### src/rtl/cmac_pkg.sv
package cmac_pkg;

    typedef enum logic {
        MODE_DUAL = 1'b0,
        MODE_CPLX = 1'b1
    } mac_mode_e;

    typedef struct packed {
        logic vld;
        logic clr;
        logic sat;
    } mac_ctl_t;

    localparam int N_LANES = 2;
    localparam int N_MULTS = 4;

endpackage

### src/rtl/cmac_mult_array.sv
module cmac_mult_array
    import cmac_pkg::*;
#(
    parameter int DW = 16
) (
    input  mac_mode_e                 mode,
    input  logic [2*DW-1:0]           op_a,
    input  logic [2*DW-1:0]           op_b,
    output logic signed [2*DW:0]      term0,
    output logic signed [2*DW:0]      term1,
    output logic [4*DW-1:0]           cross_prods
);
    localparam int PW = 2 * DW;
    localparam int TW = PW + 1;

    logic signed [DW-1:0] ma [N_MULTS];
    logic signed [DW-1:0] mb [N_MULTS];
    logic signed [PW-1:0] pr [N_MULTS];

    always_comb begin
        ma[0] = op_a[DW-1:0];
        mb[0] = op_b[DW-1:0];
        ma[1] = op_a[2*DW-1:DW];
        mb[1] = op_b[2*DW-1:DW];
        // cross multipliers only see data in complex mode
        if (mode == MODE_CPLX) begin
            ma[2] = op_a[DW-1:0];
            mb[2] = op_b[2*DW-1:DW];
            ma[3] = op_a[2*DW-1:DW];
            mb[3] = op_b[DW-1:0];
        end else begin
            ma[2] = '0;
            mb[2] = '0;
            ma[3] = '0;
            mb[3] = '0;
        end
    end

    for (genvar k = 0; k < N_MULTS; k++) begin : g_mul
        assign pr[k] = ma[k] * mb[k];
    end

    always_comb begin
        if (mode == MODE_CPLX) begin
            term0 = TW'(pr[0]) - TW'(pr[1]);
            term1 = TW'(pr[2]) + TW'(pr[3]);
        end else begin
            term0 = TW'(pr[0]);
            term1 = TW'(pr[1]);
        end
    end

    assign cross_prods = {pr[3], pr[2]};

endmodule

### src/rtl/cmac_lane_acc.sv
module cmac_lane_acc #(
    parameter int TW = 33,
    parameter int AW = 40
) (
    input  logic                 clk,
    input  logic                 rst,
    input  logic                 en,
    input  logic                 clr,
    input  logic                 sat,
    input  logic signed [TW-1:0] term,
    output logic signed [AW-1:0] acc,
    output logic                 ovf
);
    localparam logic signed [AW+1:0] HI_LIM = {3'b000, {(AW-1){1'b1}}};
    localparam logic signed [AW+1:0] LO_LIM = {3'b111, {(AW-1){1'b0}}};
    localparam logic signed [AW-1:0] RAIL_P = {1'b0, {(AW-1){1'b1}}};
    localparam logic signed [AW-1:0] RAIL_N = {1'b1, {(AW-1){1'b0}}};

    logic signed [AW+1:0] sum;
    logic                 out_of_range;

    assign sum          = (AW+2)'(acc) + (AW+2)'(term);
    assign out_of_range = (sum > HI_LIM) || (sum < LO_LIM);

    always_ff @(posedge clk) begin
        if (rst) begin
            acc <= '0;
            ovf <= 1'b0;
        end else if (en) begin
            if (clr) begin
                acc <= AW'(term);
                ovf <= 1'b0;
            end else begin
                if (out_of_range) begin
                    ovf <= 1'b1;
                end
                if (out_of_range && sat) begin
                    acc <= sum[AW+1] ? RAIL_N : RAIL_P;
                end else begin
                    acc <= sum[AW-1:0];
                end
            end
        end
    end

endmodule

### src/rtl/cmac_round.sv
module cmac_round #(
    parameter int DW = 16,
    parameter int AW = 40
) (
    input  logic signed [AW-1:0]      acc,
    input  logic                      rnd,
    output logic signed [AW-DW:0]     res
);
    localparam int OW = AW - DW + 1;
    localparam logic signed [AW:0] HALF = (AW+1)'(1) <<< (DW - 2);

    logic signed [AW:0] biased;
    logic signed [OW:0] scaled;

    assign biased = (AW+1)'(acc) + (rnd ? HALF : '0);
    assign scaled = (OW+1)'(biased >>> (DW - 1));

    always_comb begin
        if (scaled[OW] != scaled[OW-1]) begin
            res = {1'b0, {(OW-1){1'b1}}};
        end else begin
            res = scaled[OW-1:0];
        end
    end

endmodule

### src/rtl/cmac_dual.sv
module cmac_dual
    import cmac_pkg::*;
#(
    parameter int DW    = 16,
    parameter int GUARD = 8
) (
    input  logic                          clk,
    input  logic                          rst,
    input  logic                          in_valid,
    input  logic                          acc_clr,
    input  logic                          cplx_mode,
    input  logic                          sat_en,
    input  logic                          rnd_en,
    input  logic [2*DW-1:0]               op_a,
    input  logic [2*DW-1:0]               op_b,
    output logic [2*(2*DW+GUARD)-1:0]     acc_out,
    output logic [2*(DW+GUARD+1)-1:0]     res_out,
    output logic [1:0]                    ovf
);
    localparam int PW = 2 * DW;
    localparam int TW = PW + 1;
    localparam int AW = PW + GUARD;
    localparam int OW = AW - DW + 1;

    logic signed [TW-1:0] new_term [N_LANES];
    logic signed [TW-1:0] s1_term  [N_LANES];
    logic [2*PW-1:0]      idle_prods;
    mac_ctl_t             s1_ctl;
    logic                 s1_vld, s1_clr, s1_sat;

    cmac_mult_array #(.DW(DW)) u_mults (
        .mode        (mac_mode_e'(cplx_mode)),
        .op_a        (op_a),
        .op_b        (op_b),
        .term0       (new_term[0]),
        .term1       (new_term[1]),
        .cross_prods (idle_prods)
    );

    // operand stage: control always, terms only when an op arrives
    always_ff @(posedge clk) begin
        if (rst) begin
            s1_ctl <= '0;
        end else begin
            s1_ctl.vld <= in_valid;
            s1_ctl.clr <= acc_clr;
            s1_ctl.sat <= sat_en;
        end
    end

    always_ff @(posedge clk) begin
        if (in_valid) begin
            s1_term[0] <= new_term[0];
            s1_term[1] <= new_term[1];
        end
    end

    assign s1_vld = s1_ctl.vld;
    assign s1_clr = s1_ctl.clr;
    assign s1_sat = s1_ctl.sat;

    for (genvar i = 0; i < N_LANES; i++) begin : g_lane
        logic signed [AW-1:0] lane_acc;
        logic signed [OW-1:0] lane_res;

        cmac_lane_acc #(.TW(TW), .AW(AW)) u_acc (
            .clk  (clk),
            .rst  (rst),
            .en   (s1_vld),
            .clr  (s1_clr),
            .sat  (s1_sat),
            .term (s1_term[i]),
            .acc  (lane_acc),
            .ovf  (ovf[i])
        );

        cmac_round #(.DW(DW), .AW(AW)) u_rnd (
            .acc (lane_acc),
            .rnd (rnd_en),
            .res (lane_res)
        );

        assign acc_out[i*AW +: AW] = lane_acc;
        assign res_out[i*OW +: OW] = lane_res;
    end

endmodule

### config.mk
export PLATFORM = sky130hd
export DESIGN_NAME = cmac_dual
export DESIGN_NICKNAME = d
export VERILOG_FILES = /design/src/rtl/cmac_pkg.sv /design/src/rtl/cmac_mult_array.sv /design/src/rtl/cmac_lane_acc.sv /design/src/rtl/cmac_round.sv /design/src/rtl/cmac_dual.sv
export SDC_FILE = /design/constraint.sdc
export NUM_CORES = 2
export LEC_CHECK = 0
export BUFFER_PORTS_ARGS = -buffer_cell sky130_fd_sc_hd__buf_4
export CORE_UTILIZATION = 55
export CTS_CLUSTER_DIAMETER = 200
export DETAILED_ROUTE_END_ITERATION = 7
export PLACE_DENSITY = 0.72
export RECOVER_POWER = 50
export SETUP_SLACK_MARGIN = 0.4
export SYNTH_ARGS = -nofsm -noshare
export SYNTH_HDL_FRONTEND = slang
export SYNTH_SLANG_ARGS = --single-unit
### constraint.sdc
create_clock -name clk -period 9.6 [get_ports clk]
set_input_delay 0.96 -clock clk [delete_from_list [all_inputs] [get_ports clk]]
set_output_delay 0.96 -clock clk [all_outputs]
set_load 0.005 [all_outputs]
==> impl_results.md <==
* CTS tree: built
* Depth of the CTS H-tree at 4
* Die H at 312 microns
* Clk Latency, worst-skew pair at 0.47 ns
* Worst Setup Path Type: primary input to flop
* Starting Density at 0.556
* Worst slew pin tran at 3.86 ns
* Fmax at 112 MHz
* Syn_area_per_cell at 8.79 sq um
* Die Width at 312 microns
* Reg-to-reg endpoint: g_lane[1].u_acc.acc[34]
* Crit path arrival time at 9.16 ns
* Commonest cells post-synth: inv_1, fa_1, nand2_1
* Buffers on Ports at 202
* CP max stage cell: clkbuf_1
* Max Slew Vio Count at 233
* Post-synth ARST share at 0
* Setup bufs post-CTS at 0
* Area leader, netlist: fa_1
* Total wire length at 147,000 microns
* Seq/Total Area, Yosys at 0.0696
* Post-Synthesis Cells at 6,019
* Worst Skew at 0.0157 ns
* FF+latch count, synth at 151
* Critical Path Start Type: primary input
* Crit path time final at 8.96 ns
* Sink Count at 151
* Hold Path Sink: g_lane[1].u_acc.acc[12]
* Number of global-route vias before repair at 42,559
* Die area at 97,500 sq um
* FP Rows at 113
* Dominant cells by area after synthesis: fa_1, ha_1, inv_1, nand2_1, edfxtp_1
* MaxCap Viol Count at 5
* Vias per cell at 5.64
* Min-Delay Path Class: flop to flop
* Pin count of the biggest net entering global routing at 72
* DR WL/cell at 19.9 microns
* Worst r2r path cells at 15
* Final Hold Fails at 0
* Total Nets Final at 7,703
* CP dominant cell by count: fa_1
* WP data required at 9.80 ns
* Outcome: complete, but fails checks
* Residual DRC at 0
* Filler cells at 8,455
* Period Utilization, post-route at 0.933
* Final HPWL DP at 121,000 microns
* Synthesized area at 52,900 sq um
* Primary FF master, synth: dfxtp_1
* Initial antenna violation count at 20
* Post-synth EDFFs at 66
* FF-to-FF setup slack at 3.81 ns
* Synth Net Count at 7,630
* Top-count cell post-synth: inv_1
* Area grow syn2layout at 6.88%
* RSZ-0062 raised after global routing: no
* Worst Path Buf+Inv at 8
* CTS Buf Count at 17
* Final setup fails at 0
* Share of the synthesized area in the top cell type at 0.420
* Fraction of layout cells with a size suffix above 1 at 0.0771
* Core area at 95,200 sq um
* Rel. slew slack at -1.57
* First-pass GRT wire length at 236,000 microns
* Clock-pin slew on the worst setup and hold paths at 0.07 ns
* Worst path max stage delay at 0.85 ns
* All-Layer GR Usage at 0.310
* Grt ovf at 0
* Routability cong. at 0.959
* Hold path cells at 2
* 1st-iter DRT viols at 3,238
* Sum Neg Setup Slack at 0 ns
* Vias after detailed routing at 41,664
* Failing checks: max-capacitance violations, max-slew violations
* CP max FO at 18
* Yosys Warn Count at 0
* Kind of cell adding the most delay to the critical path: adder cells
* Antenna-violating nets left at 0
* Longest Clk Path Bufs at 2
* TritonRoute pass-1 iters at 7
* Root Buffer: clkbuf_16
* Worst setup EP type: flop
* Yosys cell types at 87
* Hold path startpoint: g_lane[1].u_acc.acc[12]
* Io pins at 203
* R2R Path Start: s1_term[0][33]
==> cell usage in the layout, fill, tap and decap left out, types with 12 or more instances in the layout <==
cell	count
inv_1	1337
fa_1	1111
nand2_1	741
ha_1	429
and2_1	273
a21oi_1	258
buf_4	245
o21ai_0	181
and3_1	178
xnor2_1	165
nor2_1	133
dfxtp_1	85
a21o_1	75
xor2_1	74
edfxtp_1	66
nand3_1	63
clkbuf_4	63
nand2b_1	53
nor3_1	43
o21ai_1	37
or2_2	33
o21bai_1	32
o22ai_1	31
nand4_1	29
mux2_2	27
nor3_2	27
nor2b_1	26
clkbuf_1	25
o21a_1	24
a211oi_1	21
a31oi_1	19
clkbuf_16	18
diode_2	16
and2_0	13
a221oi_1	13
or3b_2	12
==> worst max path at each step <==
stage                  start             end  depth (start not counted)
finish               op_a[0]  s1_term[0][61]                         30
global route        op_a[15]  s1_term[0][31]                         31
CTS                 op_a[15]  s1_term[0][30]                         30
detailed placement  op_a[15]  s1_term[0][30]                         30
global placement     op_b[4]  s1_term[0][30]                         31
floorplan           op_b[23]  s1_term[0][30]                         35
==> area by class of cell <==
cell class                      count  area [sq um]  share of cell area
Antenna cell                       16          40.0            0.000708
Tap cell                         1265          1580              0.0280
Timing Repair Buffer              338          2490              0.0440
Inverter                         1338          5020              0.0888
Clock buffer                       18           450             0.00796
Sequential cell                   151          3680              0.0651
Clock inverter                     14           173             0.00305
Multi-Input combinational cell   4246         43100               0.762
==> state kept, by name, summed over array words and instances, names as in the netlist <==
register and cells:
g_lane.u_acc.acc 80, g_lane.u_acc.ovf 2, s1_clr 1, s1_sat 1
s1_term 66, s1_vld 1
==> per-layer routing <==
| metal | routed length, microns | GRT usage | vias up |
|---|---|---|---|
| li1 | - | - | 18681 |
| met1 | 58000 | 0.412 | 20980 |
| met2 | 69300 | 0.499 | 1709 |
| met3 | 12600 | 0.0562 | 284 |
| met4 | 7030 | 0.136 | 10 |
| met5 | 60 | 0 | - |
==> tightest hold or removal path, delay by kind of cell (launching register included) <==
| kind | cells | cell delay [ns] |
|---|---|---|
| and+or+nand+nor | 1 | 0.06 |
| AOI/OAI and AO/OA | 1 | 0.05 |
| DFF | 1 | 0.33 |
==> logic make-up (layout without fill, tap and decap cells) <==
family / after synthesis / in the layout / share of synthesized area
AOI/OAI and AO/OA: 783 / 783 / 0.0913
xor gates and xnor gates: 242 / 242 / 0.0402
adders and majority gates: 1540 / 1540 / 0.522
buffers and inverters: 1622 / 1708 / 0.116
DFF: 151 / 151 / 0.0696
muxes: 35 / 35 / 0.00726
other: 0 / 16 / 0
and+or+nand+nor: 1646 / 1646 / 0.154
==> repair_timing <==
| action | 4_1_cts | 5_1_grt |
|---|---|---|
| resized for setup | 0 | 10 |
| hold buffers | 0 | 0 |
| endpoints found under the setup margin | 0 | 4 |
==> per-stage QoR <==
| step | setup slack (ns) | cell area, sq um | cells | util | hold WS [ns] |
|---|---|---|---|---|---|
| 3_3_place_gp | 0.325 | 56000 | 7338 | 0.588 | 0.462 |
| 4_1_cts | 0.687 | 56600 | 7370 | 0.595 | 0.480 |
| 2_1_floorplan | 0.908 | 52900 | 6019 | - | 0.460 |
| 6_report | 0.642 | 56600 | 7386 | 0.594 | 0.478 |
| 3_5_place_dp | 0.242 | 56000 | 7338 | 0.588 | 0.470 |
| 5_1_grt | 0.354 | 56500 | 7376 | 0.594 | 0.503 |
Power is not shown: default switching activity piles up to over one toggle a cycle in this logic, so the estimate is an artifact.
